===== config.mk =====
export PLATFORM = sky130hd
export DESIGN_NAME = mp_wake_ctrl
export DESIGN_NICKNAME = d
export VERILOG_FILES = /design/src/rtl/mp_wake_pkg.sv /design/src/rtl/mp_idle_run_cnt.sv /design/src/rtl/mp_mark_detect.sv /design/src/rtl/mp_sleep_reg.sv /design/src/rtl/mp_wake_ctrl.sv
export SDC_FILE = /design/constraint.sdc
export NUM_CORES = 1
export LEC_CHECK = 0
export BUFFER_PORTS_ARGS = -buffer_cell sky130_fd_sc_hd__buf_2
export CORE_AREA = 2 2 39 41
export CTS_BUF_LIST = sky130_fd_sc_hd__clkbuf_4
export DETAILED_ROUTE_END_ITERATION = 6
export DIE_AREA = 0 0 41 43
export PLACE_DENSITY = 0.66
export RECOVER_POWER = 100
export SYNTH_ARGS = -nofsm -noshare
export SYNTH_HDL_FRONTEND = slang
export SYNTH_SLANG_ARGS = --single-unit
export TNS_END_PERCENT = 5

===== constraint.sdc =====
create_clock -name clk_i -period 1.2 [get_ports clk_i]
set_clock_uncertainty 0.05 [all_clocks]
set_input_delay 0.24 -clock clk_i [delete_from_list [all_inputs] [get_ports clk_i]]
set_output_delay 0.24 -clock clk_i [all_outputs]
set_load 0.01 [all_outputs]

===== src/rtl/mp_wake_pkg.sv =====
package mp_wake_pkg;
  typedef enum logic {
    WAKE_IDLE = 1'b0,
    WAKE_ADDR = 1'b1
  } wake_method_e;

  // ones in a full frame: start + data + stop (+1 data bit for long frames)
  function automatic int unsigned frame_bits(int unsigned data_bits, logic long_frame);
    return data_bits + 2 + (long_frame ? 1 : 0);
  endfunction
endpackage


===== src/rtl/mp_idle_run_cnt.sv =====
module mp_idle_run_cnt #(
  parameter int unsigned DATA_BITS = 8,
  localparam int unsigned MAX_RUN = DATA_BITS + 3,
  localparam int unsigned CNT_W = $clog2(MAX_RUN + 1)
) (
  input  logic clk_i,
  input  logic rst_ni,
  input  logic clr_i,
  input  logic stb_i,
  input  logic bit_i,
  input  logic long_i,
  output logic hit_o
);
  import mp_wake_pkg::*;

  logic [CNT_W-1:0] cnt_q, cnt_d, last_one;

  assign last_one = CNT_W'(frame_bits(DATA_BITS, long_i) - 1);
  assign hit_o    = ~clr_i & stb_i & bit_i & (cnt_q >= last_one);

  always_comb begin
    cnt_d = cnt_q;
    if (clr_i || hit_o) cnt_d = '0;
    else if (stb_i)     cnt_d = bit_i ? cnt_q + 1'b1 : '0;
  end

  always_ff @(posedge clk_i or negedge rst_ni) begin
    if (!rst_ni) cnt_q <= '0;
    else         cnt_q <= cnt_d;
  end

  // a zero strobe leaves the count at zero
  a_r6_zero_restarts: assert property (@(posedge clk_i) disable iff (!rst_ni)
    (stb_i && !bit_i) |=> (cnt_q == '0));
  // the count stays at zero while cleared
  a_r7_clear_holds_zero: assert property (@(posedge clk_i) disable iff (!rst_ni)
    clr_i |=> (cnt_q == '0));
  a_r4_no_overrun: assert property (@(posedge clk_i) disable iff (!rst_ni)
    cnt_q < CNT_W'(MAX_RUN));
endmodule


===== src/rtl/mp_mark_detect.sv =====
module mp_mark_detect #(
  parameter int unsigned DATA_BITS = 8,
  localparam int unsigned WORD_W = DATA_BITS + 1
) (
  input  logic              en_i,
  input  logic              frame_done_i,
  input  logic [WORD_W-1:0] word_i,
  input  logic              long_i,
  output logic              mark_o
);
  logic msb;
  assign msb    = long_i ? word_i[DATA_BITS] : word_i[DATA_BITS-1];
  assign mark_o = en_i & frame_done_i & msb;
endmodule


===== src/rtl/mp_sleep_reg.sv =====
module mp_sleep_reg (
  input  logic clk_i,
  input  logic rst_ni,
  input  logic sw_wr_i,
  input  logic sw_val_i,
  input  logic wake_i,
  output logic asleep_o
);
  logic asleep_q;

  // a software write wins over a hardware wake in the same cycle
  always_ff @(posedge clk_i or negedge rst_ni) begin
    if (!rst_ni)      asleep_q <= 1'b0;
    else if (sw_wr_i) asleep_q <= sw_val_i;
    else if (wake_i)  asleep_q <= 1'b0;
  end

  assign asleep_o = asleep_q;

  a_r2_sw_load: assert property (@(posedge clk_i) disable iff (!rst_ni)
    sw_wr_i |=> (asleep_o == $past(sw_val_i)));
  a_r4_wake_clears: assert property (@(posedge clk_i) disable iff (!rst_ni)
    (wake_i && !sw_wr_i) |=> !asleep_o);
  a_r11_sw_beats_wake: assert property (@(posedge clk_i) disable iff (!rst_ni)
    (wake_i && sw_wr_i && sw_val_i) |=> asleep_o);
  a_r2_hold: assert property (@(posedge clk_i) disable iff (!rst_ni)
    (!wake_i && !sw_wr_i) |=> $stable(asleep_o));
endmodule


===== src/rtl/mp_wake_ctrl.sv =====
module mp_wake_ctrl #(
  parameter int unsigned DATA_BITS = 8,
  localparam int unsigned WORD_W = DATA_BITS + 1
) (
  input  logic              clk_i,
  input  logic              rst_ni,
  input  logic              bit_stb_i,
  input  logic              line_bit_i,
  input  logic              frame_done_i,
  input  logic [WORD_W-1:0] rx_word_i,
  input  logic              long_frame_i,
  input  logic              wake_sel_i,
  input  logic              sw_wr_i,
  input  logic              sw_sleep_i,
  output logic              flag_inhibit_o,
  output logic              asleep_o
);
  import mp_wake_pkg::*;

  wake_method_e method;
  logic asleep, idle_hit, mark_hit, wake, idle_clr;

  assign method   = wake_method_e'(wake_sel_i);
  assign idle_clr = ~asleep | (method != WAKE_IDLE);

  mp_idle_run_cnt #(.DATA_BITS(DATA_BITS)) u_run (
    .clk_i  (clk_i),
    .rst_ni (rst_ni),
    .clr_i  (idle_clr),
    .stb_i  (bit_stb_i),
    .bit_i  (line_bit_i),
    .long_i (long_frame_i),
    .hit_o  (idle_hit)
  );

  mp_mark_detect #(.DATA_BITS(DATA_BITS)) u_mark (
    .en_i         (asleep && method == WAKE_ADDR),
    .frame_done_i (frame_done_i),
    .word_i       (rx_word_i),
    .long_i       (long_frame_i),
    .mark_o       (mark_hit)
  );

  assign wake = idle_hit | mark_hit;

  mp_sleep_reg u_sleep (
    .clk_i    (clk_i),
    .rst_ni   (rst_ni),
    .sw_wr_i  (sw_wr_i),
    .sw_val_i (sw_sleep_i),
    .wake_i   (wake),
    .asleep_o (asleep)
  );

  // the marked word itself passes with flags enabled
  assign flag_inhibit_o = asleep & ~mark_hit;
  assign asleep_o       = asleep;

  a_r3_awake_no_inhibit: assert property (@(posedge clk_i) disable iff (!rst_ni)
    !asleep_o |-> !flag_inhibit_o);
  a_r8_mark_passes: assert property (@(posedge clk_i) disable iff (!rst_ni)
    (asleep_o && wake_sel_i && frame_done_i &&
     (long_frame_i ? rx_word_i[DATA_BITS] : rx_word_i[DATA_BITS-1])) |-> !flag_inhibit_o);
  a_r10_idle_ignores_words: assert property (@(posedge clk_i) disable iff (!rst_ni)
    (asleep_o && !wake_sel_i && !bit_stb_i && !sw_wr_i) |=> asleep_o);
  a_r9_addr_ignores_line: assert property (@(posedge clk_i) disable iff (!rst_ni)
    (asleep_o && wake_sel_i && !frame_done_i && !sw_wr_i) |=> asleep_o);
endmodule


After elaboration in Yosys (flattened, before gate mapping):

Index checks and enable logic that the tools add are counted.

* register bits: 5
* input port bits: 18
* output and inout port bits: 2
* logic and storage cells: 28

* $add $sub $neg: 3
* order comparisons: 1
* muxes and demuxes: 7
* bitwise logic cells: 11
* reduce and logical (&&, ||, !) cells: 4

Operator list (count)
* 4-bit two-way mux: 3
* 1-bit AND: 6
* 4-bit by 1-bit adder with 4-bit output (second input constant): 1
* 4-bit adder (first input constant): 1
* 4-bit >= comparator: 1
* 1-bit two-way mux: 4
* 2-bit nonzero test: 2
* 4-bit by 1-bit subtractor with 4-bit output (second input constant): 1
* 1-bit NOT: 3
* 1-bit bitwise OR: 2
* 1-bit logical AND: 1
* 1-bit logical OR: 1

Depth between registers and ports, before layout:

* word-level depth: 9
* gate-level depth with buffers: 5
* mapped depth without buffers: 5

Hierarchy:

From an unflattened synthesis, not the netlist that was laid out.

* cells, all modules: 39
* area total of the unflattened synthesis: 360.3 um^2

By module, submodules not included
* mp_idle_run_cnt: times used 1, cells an instance 29, area each 277.8 um^2
* mp_sleep_reg: times used 1, cells an instance 3, area each 37.5 um^2
* mp_wake_ctrl: times used 1, cells an instance 4, area each 27.5 um^2
* mp_mark_detect: times used 1, cells an instance 3, area each 17.5 um^2

Worst setup path after synthesis:

OpenSTA, ideal clock, no wires.

* path kind: register to register
* start point: register u_run.cnt_q[0]
* end point: register u_run.cnt_q[2]
* setup time: 0.092 ns
* arrival: 1.192 ns
* data required time: 1.058 ns
* setup slack: -0.133 ns
* cell stages (with the launch flop): 6
* path buffers: 0
* clock period less this slack: 1.333 ns
* cells stage by stage: dfrtp_1 -> inv_1 -> ha_1 -> nor2b_1 -> o211ai_2 -> o31ai_2

* cells in the longest elaborated chain, start to end: 4
* elaborated cells on any way between the ends: 8
* those cells by class: add/sub (1); order compare (1); mux (3); bitwise (1); reduce/logical (2)

RTL lines
* start: declaration: line mp_idle_run_cnt.sv:16 `logic [CNT_W-1:0] cnt_q, cnt_d, last_one;`
* start signal: assignment: line mp_idle_run_cnt.sv:29 `else cnt_q <= cnt_d;`
* 4-bit by 1-bit adder with 4-bit output / 4-bit >= comparator (equally long branches): line mp_idle_run_cnt.sv:24, mp_idle_run_cnt.sv:19
* 4-bit two-way mux / 1-bit AND (equally long branches): line mp_idle_run_cnt.sv:24, mp_idle_run_cnt.sv:19
* 4-bit two-way mux / 1-bit logical OR (equally long branches): line mp_idle_run_cnt.sv:24, mp_idle_run_cnt.sv:23
* 4-bit two-way mux / 2-bit nonzero test (equally long branches)

Parallel ways exist; a longest one is shown, timed or not. The select of a mux whose other input is x is not followed.
A chain may end at the register's enable or synchronous reset.

Worst setup path after layout:

* start point: register u_run.cnt_q[1]
* end point: register u_run.cnt_q[1]

The elaborated chain is that of the path after synthesis.

==> flow_summary.ini <==
[pwr]
p_sw_uw = 113
p_int_uw = 375
fin_total_pwr_uw = 489
p_leak_uw = 0.000244
pwr_density_cell_nw_per_um2 = 844
p_clk_frac = 0.419
pwr-share-seq = 0.366
irDropWorstVdd_uv = 396
p_sw_frac = 0.232
combPwrFrac = 0.216

[critical_path]
endpoint_kind = flip-flop
worstSetupPathType = reg -> reg
cp.required_ps = 1250
arrival_ps = 1370
cp-start-kind = flip-flop
crit_fanout = 4

[timing]
whs_ps = 260
worst-slew-pin-transition_ps = 256
finalCriticalPeriod_ps = 1330
hold_viol_final = 0
setup_slack_ps = -128
maxSlewHeadroom = 0.829
clock.fmax_mhz = 753
setup_viol = 5
fin_tns_setup_ps = -590
rsz0062_at_grt = yes
period_share = 1.11
drv_slew = 0

[yosys]
syn_nets = 58
synthTopCellsByArea = dfrtp_1 33%, ha_1 9.9%, nand2b_1 5.0%
synth_area_leader_cell = dfrtp_1
synth_seq_area_share = 0.331
netlist_area_um2 = 378
yosysWarnings = 0
synth_top_area_frac = 0.331
ys_ff_latch = 5
syn_inst = 37
synth_cell_types = 22
syn_area_per_cell_um2 = 10.2

[clock_tree]
clock_sinks = 5
htree_levels = 1
clockBufferDepth = 2
clk_latency_ps = 230
cts_tree = yes
cts_root_buffer = clkbuf_4
clk_pin_slew_ps = 40
numCtsBuffers = 3

[global_routing]
grt_pass1_wl_um = 1360
grt.overflow.total = 0
grt_usage = 0.111
antenna_found_initial = 0
grt_pass1_vias = 339
grt_max_degree = 10

[die]
rows = 14
die_y_um = 43
dieArea_um2 = 1760
coreArea_um2 = 1380
start_util = 0.273
die_w_um = 41
num_io_pins = 20

[placed_design]
port_buffers = 12
pre_cts_slack_ps = -179
gp_congestion = 0.755
hpwl_um = 650
placed_cell_area_um2 = 489

[final_layout]
fin_area_um2 = 579
finalNetCount = 79
layout-drive-gt1-share = 0.509
syn_to_final_growth_pct = 53.3
antennaDiodeCount = 0
multiInputGateArea_um2 = 294
fillers = 141
ff_latch_area_um2 = 126

[status]
status = finished with violations
violations = setup timing

[drt]
post-route-drc-count = 0
ant_nets = 0
wl_per_cell_um = 10.7
vias_per_cell = 4.64
dr_total_vias = 339
first_iter_violations = 3
dr.pass1.iters = 3
routed_wl_um = 784

[worst_hold_path]
hp-class = in -> reg

[job]
cap_violations = 0
per-layer routing:
| metal | track usage | routed length, µm |
|---|---|---|
| met5 | 0 | 0 |
| met4 | 0.0600 | 0 |
| met3 | 0.0157 | 21 |
| met2 | 0.178 | 411 |
| met1 | 0.135 | 351 |
worst max-delay path, stage by stage, from the launching register on:
cell and delay (ps):
dfrtp_2 430, ha_4 270, nand2_2 60, o211ai_4 260, o32ai_1 120
area by class of cell:
type,instances,share of cell area
clock buffers,4,0.0518
inverters,3,0.0194
multi-input cells,28,0.508
flip-flops and latches,5,0.218
well taps,16,0.0346
repair buffers,17,0.168
cells in the final DEF (no fill, tap or decap), types with 2 or more instances in the layout:
cell type / netlist / routed
clkbuf_4: 0 / 4
nand2_1: 3 / 2
buf_2: 0 / 10
inv_1: 3 / 2
clkbuf_1: 0 / 2
ha_4: 0 / 2
nand2b_1: 3 / 3
nand3_1: 2 / 2
dfrtp_1: 5 / 4
buf_4: 0 / 4
o21a_1: 2 / 2
kinds of logic (layout without fill, tap and decap cells):
logic type / Yosys count / count (layout) / share of synthesized area
mux: 2 / 2 / 0.0563
flops: 5 / 5 / 0.331
fa+ha+maj: 3 / 3 / 0.0993
simple gates: 13 / 13 / 0.199
buf+inv: 4 / 24 / 0.0596
xor+xnor: 1 / 1 / 0.0232
compound gates: 9 / 9 / 0.232
power by group through the flow:
stage | combinational (µW) | sequential (µW) | clock (µW)
finish | 105 | 179 | 205
global route | 115 | 179 | 232
CTS | 100 | 179 | 213
detailed placement | 94.5 | 181 | 0
global placement | 92.8 | 181 | 0
floorplan | 52.4 | 183 | 0
synth_stat cells:
| cell | n |
|---|---|
| nand2_1 | 3 |
| o21a_1 | 2 |
| o31ai_2 | 1 |
| ha_1 | 3 |
| nor2b_1 | 2 |
| nand3b_1 | 1 |
| o22ai_1 | 1 |
| mux2_2 | 1 |
| nand2b_1 | 3 |
| mux2i_1 | 1 |
| o32ai_1 | 1 |
| inv_1 | 3 |
| nand4b_1 | 1 |
| xor2_1 | 1 |
| o211ai_2 | 1 |
| dfrtp_1 | 5 |
| nand3_1 | 2 |
| nand4_1 | 1 |
| a211oi_2 | 1 |
| buf_6 | 1 |
| o221a_1 | 1 |
| o21ai_2 | 1 |
path summary, 6_finish.rpt:
check | depth (start not counted) | start | to | slack, ps
setup / recovery | 4 | u_run.cnt_q[1]$_DFFE_PN0P_ | u_run.cnt_q[1]$_DFFE_PN0P_ | -130
hold / removal | 3 | sw_wr_i | u_sleep.asleep_o$_DFFE_PN0P_ | 260
setup reg to reg | 4 | u_run.cnt_q[1]$_DFFE_PN0P_ | u_run.cnt_q[1]$_DFFE_PN0P_ | -130
hold reg to reg | 3 | u_run.cnt_q[0]$_DFFE_PN0P_ | u_run.cnt_q[0]$_DFFE_PN0P_ | 570
max in group asynchronous | 2 | rst_ni | u_run.cnt_q[1]$_DFFE_PN0P_ | 540
min in group asynchronous | 2 | rst_ni | u_run.cnt_q[0]$_DFFE_PN0P_ | 340
timing repair:
| item | CTS | global route |
|---|---|---|
| setup endpoints to repair | 5 | 6 |
| endpoints found under the hold margin | 5 | 0 |
| pin swaps | 2 | 4 |
| hold buffers | 1 | 0 |
| setup buffers | 0 | 1 |
| gates resized for setup | 2 | 6 |
sequential cells by signal (all words and copies together) (netlist names):
register and cells:
u_run.cnt_q 4, u_sleep.asleep_o 1
stage by stage:
stage,util,cells
final,0.419,73
after global routing,0.419,73
after CTS,0.391,72
after detailed placement,0.354,67
after global placement,0.354,67
after floorplan,-,37
Power figures use the tool's default switching activity.
